**src/rtl/hostreg_pkg.sv**
```systemverilog
package hostreg_pkg;

  // index and bit of the register that controls power-down
  localparam int PWR_REG = 0;
  localparam int PWR_BIT = 0;

  typedef enum logic [2:0] {
    ACC_IDLE,
    ACC_PTR_WR,
    ACC_PTR_RD,
    ACC_REG_WR,
    ACC_REG_RD
  } acc_e;

  function automatic acc_e acc_decode(input logic done, input logic a0, input logic rw);
    if (!done)   return ACC_IDLE;
    if (!a0)     return rw ? ACC_PTR_RD : ACC_PTR_WR;
    return rw ? ACC_REG_RD : ACC_REG_WR;
  endfunction

endpackage

```
**src/rtl/hostreg_sync.sv**
```systemverilog
module hostreg_sync #(
  parameter int             W       = 1,
  parameter int             STAGES  = 2,
  parameter logic [W-1:0]   RST_VAL = '0
) (
  input  logic         clk,
  input  logic         rst,
  input  logic [W-1:0] async_i,
  output logic [W-1:0] sync_o
);

  logic [W-1:0] stg_q [STAGES];

  generate
    for (genvar s = 0; s < STAGES; s++) begin : g_stage
      if (s == 0) begin : g_first
        always_ff @(posedge clk) begin
          if (rst) stg_q[0] <= RST_VAL;
          else     stg_q[0] <= async_i;
        end
      end else begin : g_next
        always_ff @(posedge clk) begin
          if (rst) stg_q[s] <= RST_VAL;
          else     stg_q[s] <= stg_q[s-1];
        end
      end
    end
  endgenerate

  assign sync_o = stg_q[STAGES-1];

endmodule

```
**src/rtl/hostreg_ptr.sv**
```systemverilog
module hostreg_ptr #(
  parameter int PTR_W = 6
) (
  input  logic             clk,
  input  logic             rst,
  input  logic             load_en,
  input  logic [PTR_W-1:0] load_val,
  input  logic             step_en,
  output logic [PTR_W-1:0] ptr_o
);

  localparam logic [PTR_W-1:0] PTR_MAX = '1;

  logic [PTR_W-1:0] ptr_q;

  always_ff @(posedge clk) begin
    if (rst) begin
      ptr_q <= '0;
    end else if (load_en) begin
      ptr_q <= load_val;
    end else if (step_en && (ptr_q != PTR_MAX)) begin
      ptr_q <= ptr_q + 1'b1;
    end
  end

  assign ptr_o = ptr_q;

endmodule

```
**src/rtl/hostreg_bank.sv**
```systemverilog
module hostreg_bank #(
  parameter int DATA_W = 8,
  parameter int PTR_W  = 6
) (
  input  logic                               clk,
  input  logic                               wr_en,
  input  logic [PTR_W-1:0]                   addr,
  input  logic [DATA_W-1:0]                  wr_data,
  output logic [DATA_W-1:0]                  rd_data,
  output logic [(1<<PTR_W)*DATA_W-1:0]       cfg_o
);

  localparam int NREG = 1 << PTR_W;

  // contents survive reset by design: no reset branch
  logic [DATA_W-1:0] mem_q [NREG];

  always_ff @(posedge clk) begin
    if (wr_en) mem_q[addr] <= wr_data;
  end

  assign rd_data = mem_q[addr];

  generate
    for (genvar i = 0; i < NREG; i++) begin : g_flat
      assign cfg_o[i*DATA_W +: DATA_W] = mem_q[i];
    end
  endgenerate

endmodule

```
**src/rtl/hostreg_port.sv**
```systemverilog
module hostreg_port #(
  parameter int DATA_W      = 8,
  parameter int PTR_W       = 6,
  parameter int SYNC_STAGES = 2
) (
  input  logic                         clk,
  input  logic                         rst,
  input  logic                         par_sel_i,
  input  logic                         cs_n_i,
  input  logic                         rw_i,
  input  logic                         a0_i,
  input  logic [DATA_W-1:0]            data_i,
  output logic [DATA_W-1:0]            data_o,
  output logic                         data_oe_o,
  output logic                         pwr_down_o,
  output logic [(1<<PTR_W)*DATA_W-1:0] cfg_o
);

  import hostreg_pkg::*;

  localparam int               SYNC_W   = DATA_W + 3;
  localparam logic [SYNC_W-1:0] SYNC_RST = {1'b1, {(SYNC_W-1){1'b0}}};
  localparam logic [PTR_W-1:0] PWR_ADDR = PTR_W'(PWR_REG);

  // synchronized host inputs
  logic [SYNC_W-1:0] sync_bus;
  logic              s_cs_n, s_rw, s_a0;
  logic [DATA_W-1:0] s_dat;

  hostreg_sync #(
    .W       (SYNC_W),
    .STAGES  (SYNC_STAGES),
    .RST_VAL (SYNC_RST)
  ) u_sync (
    .clk     (clk),
    .rst     (rst),
    .async_i ({cs_n_i, rw_i, a0_i, data_i}),
    .sync_o  (sync_bus)
  );

  assign {s_cs_n, s_rw, s_a0, s_dat} = sync_bus;

  // one more stage: holds the values seen while select was still low
  logic              h_cs_n, h_rw, h_a0;
  logic [DATA_W-1:0] h_dat;

  always_ff @(posedge clk) begin
    if (rst) begin
      h_cs_n <= 1'b1;
      h_rw   <= 1'b0;
      h_a0   <= 1'b0;
      h_dat  <= '0;
    end else begin
      h_cs_n <= s_cs_n;
      h_rw   <= s_rw;
      h_a0   <= s_a0;
      h_dat  <= s_dat;
    end
  end

  logic cs_done;
  acc_e acc_kind;

  assign cs_done = par_sel_i && !h_cs_n && s_cs_n;

  always_comb acc_kind = acc_decode(cs_done, h_a0, h_rw);

  // pointer
  logic [PTR_W-1:0] ptr_q;
  logic             ptr_load, ptr_step, reg_wr;

  assign ptr_load = (acc_kind == ACC_PTR_WR);
  assign reg_wr   = (acc_kind == ACC_REG_WR);
  assign ptr_step = reg_wr || (acc_kind == ACC_REG_RD);

  hostreg_ptr #(.PTR_W(PTR_W)) u_ptr (
    .clk      (clk),
    .rst      (rst),
    .load_en  (ptr_load),
    .load_val (h_dat[PTR_W-1:0]),
    .step_en  (ptr_step),
    .ptr_o    (ptr_q)
  );

  // register bank
  logic [DATA_W-1:0] bank_rd;

  hostreg_bank #(.DATA_W(DATA_W), .PTR_W(PTR_W)) u_bank (
    .clk     (clk),
    .wr_en   (reg_wr),
    .addr    (ptr_q),
    .wr_data (h_dat),
    .rd_data (bank_rd),
    .cfg_o   (cfg_o)
  );

  // power-down control
  always_ff @(posedge clk) begin
    if (rst) begin
      pwr_down_o <= 1'b1;
    end else if (reg_wr && (ptr_q == PWR_ADDR)) begin
      pwr_down_o <= !h_dat[PWR_BIT];
    end
  end

  // registered read path
  logic rd_act;
  assign rd_act = par_sel_i && !s_cs_n && s_rw;

  always_ff @(posedge clk) begin
    if (rst) begin
      data_oe_o <= 1'b0;
      data_o    <= '0;
    end else begin
      data_oe_o <= rd_act;
      if (!rd_act)   data_o <= '0;
      else if (s_a0) data_o <= bank_rd;
      else           data_o <= DATA_W'(ptr_q);
    end
  end

endmodule

```
**config.mk**
```make
export PLATFORM = sky130hd
export DESIGN_NAME = hostreg_port
export DESIGN_NICKNAME = d
export VERILOG_FILES = /design/src/rtl/hostreg_pkg.sv /design/src/rtl/hostreg_sync.sv /design/src/rtl/hostreg_ptr.sv /design/src/rtl/hostreg_bank.sv /design/src/rtl/hostreg_port.sv
export SDC_FILE = /design/constraint.sdc
export NUM_CORES = 1
export LEC_CHECK = 0
export ABC_AREA = 1
export CAP_MARGIN = 20
export CORE_ASPECT_RATIO = 0.6
export CORE_UTILIZATION = 55
export CTS_CLUSTER_DIAMETER = 200
export CTS_CLUSTER_SIZE = 25
export DETAILED_ROUTE_END_ITERATION = 12
export DONT_BUFFER_PORTS = 1
export PLACE_DENSITY = 0.7
export SYNTH_ARGS = -nofsm -noshare
export SYNTH_HDL_FRONTEND = slang
export SYNTH_SLANG_ARGS = --single-unit
```
**constraint.sdc**
```tcl
create_clock -name clk -period 3.33 [get_ports clk]
set_clock_uncertainty 0.15 [all_clocks]
set_input_delay 0.666 -clock clk [delete_from_list [all_inputs] [get_ports clk]]
set_output_delay 0.666 -clock clk [all_outputs]
set_load 0.05 [all_outputs]
```
# Word-level counts from Yosys, hierarchy flattened
# Memory sizes are Yosys's and may differ from the RTL's. A register that Yosys moved wholly into a read port is not among the register bits.
# Cells that the tools add are included.
# W data, S select, Z words.
dict set report classes {
  n_addsub 1
  mul 0
  div 0
  magnitude_cmp 0
  n_eq_ne 4
  shifts 0
  mux 20
  bitwise 4
  n_reduce_logical 14
}
# cell n
set op_table {}
lappend op_table {{$mux W6} 5}
lappend op_table {{$mux W11} 2}
lappend op_table {{$mux W3} 5}
lappend op_table {{$mux W1} 7}
lappend op_table {{$add A6 B1 Y6 const B} 1}
lappend op_table {{$logic_and A1 B1 Y1} 6}
lappend op_table {{$logic_not A6 Y1} 1}
lappend op_table {{$ne A6 B6 Y1 const B} 1}
lappend op_table {{$eq A3 B1 Y1 const B} 1}
lappend op_table {{$eq A3 B2 Y1 const B} 1}
lappend op_table {{$eq A3 B3 Y1 const B} 1}
lappend op_table {{$logic_not A1 Y1} 3}
lappend op_table {{$reduce_or A3 Y1} 1}
lappend op_table {{$mux W2} 1}
lappend op_table {{$not A1 Y1} 2}
lappend op_table {{$or A1 B1 Y1} 2}
lappend op_table {{$reduce_bool A2 Y1} 1}
lappend op_table {{$reduce_or A2 Y1} 1}
lappend op_table {{$logic_or A1 B1 Y1} 1}
dict set report word_totals {
  ff_bits 27
  latchBits 0
  ram_bits 534
  rom_bits 0
  elab_cells 54
  mem_count 2
}
# name words width read_ports rd_clocked_by_memory_dff wr line
set mem_list {}
lappend mem_list {u_bank.mem_q 64 8 65 1 1 hostreg_bank.sv:16} ;# logic [DATA_W-1:0] mem_q [NREG];
lappend mem_list {u_sync.stg_q 2 11 2 0 2 hostreg_sync.sv:12} ;# logic [W-1:0] stg_q [STAGES];

# Depth between registers and ports, before layout
dict set report logic_depth {
  ltp_word 14
  depth_mapped 14
  ltp_nobuf 11
}

# Modules after synthesis
# Synthesis repeated with hierarchy kept, for this count alone.
dict set report unflattened {
  hier_cells 2386
  hier_area_um2 23704.0
}
# module instances cells_each area_per_inst_um2 seq_area_each_um2
set modules_own_cells {}
lappend modules_own_cells {hostreg_bank 1 2159 21879.7 15374.7}
lappend modules_own_cells {hostreg_port 1 89 767.0 420.4}
lappend modules_own_cells {hostreg_sync 1 69 631.9 440.4}
lappend modules_own_cells {hostreg_ptr 1 69 425.4 120.1}

# Worst setup path after synthesis
# No wires, ideal clock.
dict set report synth_path {
  path_type {input -> register}
  startpoint {input par_sel_i}
  endpoint {memory u_bank.mem_q[10][0], enable pin}
  arrival_time_ns 1.889
  required_time_ns 2.810
  path_slack_ns 0.921
  cell_stages 8
  cell_sequence {inv_1 nor3_2 and2_1 nand2_1 inv_1 buf_4 nand3_1 nor2_1}
}
dict set report synth_via {
  elab_chain_cells 6
}
# item line
set synth_rtl {}
lappend synth_rtl {{from (decl)} hostreg_port.sv:8} ;# input logic par_sel_i,
lappend synth_rtl {{$logic_and A1 B1 Y1 (2 in series)} hostreg_port.sv:64} ;# assign cs_done = par_sel_i && !h_cs_n && s_cs_n;
lappend synth_rtl {{$mux W3} hostreg_pkg.sv:17} ;# if (!a0) return rw ? ACC_PTR_RD : ACC_PTR_WR;
lappend synth_rtl {{$eq A3 B2 Y1} hostreg_port.sv:73} ;# assign reg_wr = (acc_kind == ACC_REG_WR);
lappend synth_rtl {{$mux W1} hostreg_bank.sv:19} ;# if (wr_en) mem_q[addr] <= wr_data;
lappend synth_rtl {{$mux W1 (implied by the code)} hostreg_bank.sv:19}
lappend synth_rtl {{to (decl)} hostreg_bank.sv:16}
# No other way between the ends.

# Worst setup path in the final report
dict set report layout_path {
  startpoint {register h_rw}
  endpoint {memory u_bank.mem_q[23][5], enable pin}
}
dict set report layout_via {
  elab_chain_cells 7
  word_cells_on_any_way 8
  classes_between {eq/ne (1); mux (7)}
}
# item line
set layout_rtl {}
lappend layout_rtl {{from (decl)} hostreg_port.sv:44} ;# logic h_cs_n, h_rw, h_a0;
lappend layout_rtl {{from (signal assigned)} hostreg_port.sv:55} ;# h_rw <= s_rw;
lappend layout_rtl {{$mux W2} hostreg_pkg.sv:17}
lappend layout_rtl {{$mux W3} hostreg_pkg.sv:17}
lappend layout_rtl {{$mux W3 *} hostreg_pkg.sv:18} ;# return rw ? ACC_REG_RD : ACC_REG_WR;
lappend layout_rtl {{$mux W3 *} hostreg_pkg.sv:17}
lappend layout_rtl {{$eq A3 B2 Y1 *} hostreg_port.sv:73}
lappend layout_rtl {{$mux W1 *} hostreg_bank.sv:19}
lappend layout_rtl {{$mux W1 (implied by the code) *} hostreg_bank.sv:19}
# Every way passes the cells marked *; elsewhere a longest branch is shown, timed or not.

==> reports/summary.txt <==
status - complete, no violations
clk root buf - clkbuf_16
initial DRC count - 2,780
die height - 160.2 um
peak supply drop - 291.5 uV
Fill cells - 3,341
core area - 40,790 um2
top-area cell type share of the netlist area - 0.6703
crit end category - flop
clock network power share - 0.310
Synth area leaders - edfxtp_1, nand3_1, nand2_1, dfxtp_1, nor2_1
final setup violation count - 0
CP Launch Type - flop
met1 Use GR - 0.5066
Residual DRC - 0
first-pass GRT wire length - 111,700 um
sw frac - 0.2090
part of the power in combinational logic - 0.032
Clock transition at path regs - 0.10 ns
die area - 42,550 um2
synthesized area - 22,940 um2
Synth Area in XOR/XNOR - 0.0003818
Cells after Synth - 2,002
TritonCTS clock tree - built
Initial Util - 0.5623
average cell area after synthesis - 11.46 um2
fin. max-slew vios - 0
switching power - 2.456 mW
cts bufs inserted - 26
Worst Path Class, Setup - reg2reg
CTS sink count - 567
final hold slack - 0.01730 ns
Post-synth EDFFs - 512
compound-cell area share of the yosys netlist - 0.005946
most used routing layer in global routing - met2
H-tree Lvls - 1
diode count - 0
Seq/Total Area, Yosys - 0.7183
synth cell count leaders - nand2_1, edfxtp_1, nand3_1, nor2_1, inv_1
via count - 16,486
synth unique cells - 29
total gr overflow - 0
combinational family with the most area after synthesis - simple AND/OR/NAND/NOR gates
GRT Overall Usage - 0.3684
pin count of the biggest net entering global routing - 164
WP data required - 3.48 ns
area grow syn2layout - 6.862%
FF-to-FF setup slack - 0.52 ns
post-CTS resize count - 0
mux cell area share after synthesis - 0.0008727
Period minus WS final - 2.808 ns
Hold Vio Cnt, Final - 0
worst slew pin tran - 0.8800 ns
worst-path maximum fanout - 12
post-synthesis simple-gate area fraction - 0.2269
Post-CTS Repair Setup Buffers - 0
Tcrit/Tclk final - 0.8434
Fmax - 0.3561 GHz
Max Cap Viol - 0
drt total wl - 80,040 um
synthesized-area fraction occupied by adder cells - 0.001636
Yosys reg bits - 567
vias in the first global route - 15,108
antenna violations before repair - 1
CTS max path bufs - 3
post-route ant nets - 0
routed vias/inst - 6.387
Async SR Flop Fraction - 0
layout cells sized above 1 - 0.07373
slew margin rel. - 0.4133
met2 Use GR - 0.5438
Lkg Pwr - 8.893 nW
HPWL Detailed - 56,180 um
PD cells - 479.5 nW/um2
most common cell in the netlist - nand2_1
synth warn - 0
Worst EP arrival - 2.96 ns
row count - 57
chip width - 265.6 um
Skew-Pair Late Insertion Delay - 0.60 ns
drt wl/cell - 31.01 um
sequential power share - 0.658
hold crit path type - in2reg
RSZ-0062 raised after global routing - no
IO Pins - 536
Int Power - 9.298 mW
met3 GRT Util - 0.1351
largest area contributor in the netlist - edfxtp_1
Nets - 2,028
top_reg_cell synth - edfxtp_1
TNS Setup - 0 ns
TritonRoute pass-1 iters - 6
number of port buffers - 0
Synthesized Nets - 2,019
RePlAce Congestion - 0.9631
power by group through the flow:
stage / Sequential, mW / Combinational [mW] / Clock [mW]
floorplan: 7.89 / 0.233 / 0
global placement: 7.90 / 0.352 / 0
detailed placement: 7.90 / 0.357 / 0
CTS: 7.74 / 0.364 / 3.63
global route: 7.74 / 0.403 / 3.87
finish: 7.74 / 0.378 / 3.64
per-layer routing:
layer,vias to the layer above,wire length (um)
li1,6918,-
met1,7941,29650
met2,1435,34700
met3,190,12390
met4,2,3292
met5,-,10
cells in the final DEF (no fill, tap or decap), types with 2 or more instances in the layout:
master / count
a21oi_1: 14
and2_1: 3
buf_12: 12
buf_4: 86
clkbuf_1: 10
clkbuf_16: 27
dfxtp_1: 44
dfxtp_2: 8
dfxtp_4: 3
edfxtp_1: 512
ha_1: 3
inv_1: 62
inv_2: 3
mux2i_1: 2
nand2_1: 618
nand3_1: 472
nand4_1: 3
nor2_1: 108
nor3_1: 8
o21ai_0: 5
o21ai_1: 5
or2_2: 3
final cells by class:
type | instances | area, um2 | area share
flip-flops and latches | 567 | 16500 | 0.6730
multi-input cells | 1249 | 5408 | 0.2206
repair buffers | 100 | 923.4 | 0.03767
clock buffers | 37 | 713.2 | 0.02909
inverters | 67 | 261.5 | 0.01067
well taps | 560 | 700.7 | 0.02858
clock inverters | 1 | 8.758 | 0.0003573
registers in the layout, summed over array words and instances (netlist names), named ones only:
name,cells
pwr_down_o,1
h_dat,8
u_ptr.ptr_o,6
h_cs_n,1
data_o,8
u_bank.mem_q,512
h_rw,1
u_sync.stg_q,22
h_a0,1
data_oe_o,1
through the flow:
step           setup WS, ns  cell area, um2    util  instances  power (mW)
6_report             0.5215           24510  0.6009       2581       11.75
4_1_cts              0.5746           24480  0.6002       2580       11.74
3_5_place_dp         0.3054           23750  0.5823       2541       8.256
5_1_grt              0.4083           24510  0.6009       2581       12.01
2_1_floorplan        0.9211           22940       -       2002       8.126
3_3_place_gp         0.3638           23750  0.5823       2541       8.252
worst max-delay path, stage by stage, from the launching register on:
cell     delay [ns]
dfxtp_1        0.34
ha_1           0.30
and2_1         0.13
nand2_1        0.09
inv_1          0.39
nand4_1        0.59
nor2_1         0.29
buf_4          0.22
cells by family (layout without fill, tap and decap cells):
group,Yosys count,after routing
muxes,2,2
AOI/OAI and AO/OA,26,26
DFF,567,567
xor gates and xnor gates,1,1
buffers and inverters,186,205
and+or+nand+nor,1217,1217
adders and majority gates,3,3
worst paths after layout:
kind                                         start             endpoint  depth (start not counted)
worst max-delay path                          h_rw  u_bank.mem_q[23][5]                          7
worst min-delay path                     data_i[1]   u_sync.stg_q[0][1]                          2
worst max register to register                h_rw  u_bank.mem_q[23][5]                          7
worst min register to register  u_sync.stg_q[1][6]             h_dat[6]                          2
timing repair:
| item | in CTS | in global routing |
|---|---|---|
| hold buffers | 1 | 0 |
| setup endpoints to repair | 0 | 0 |
| hold endpoints to repair | 30 | 0 |
Note: power is estimated with default switching activity, not from simulation.
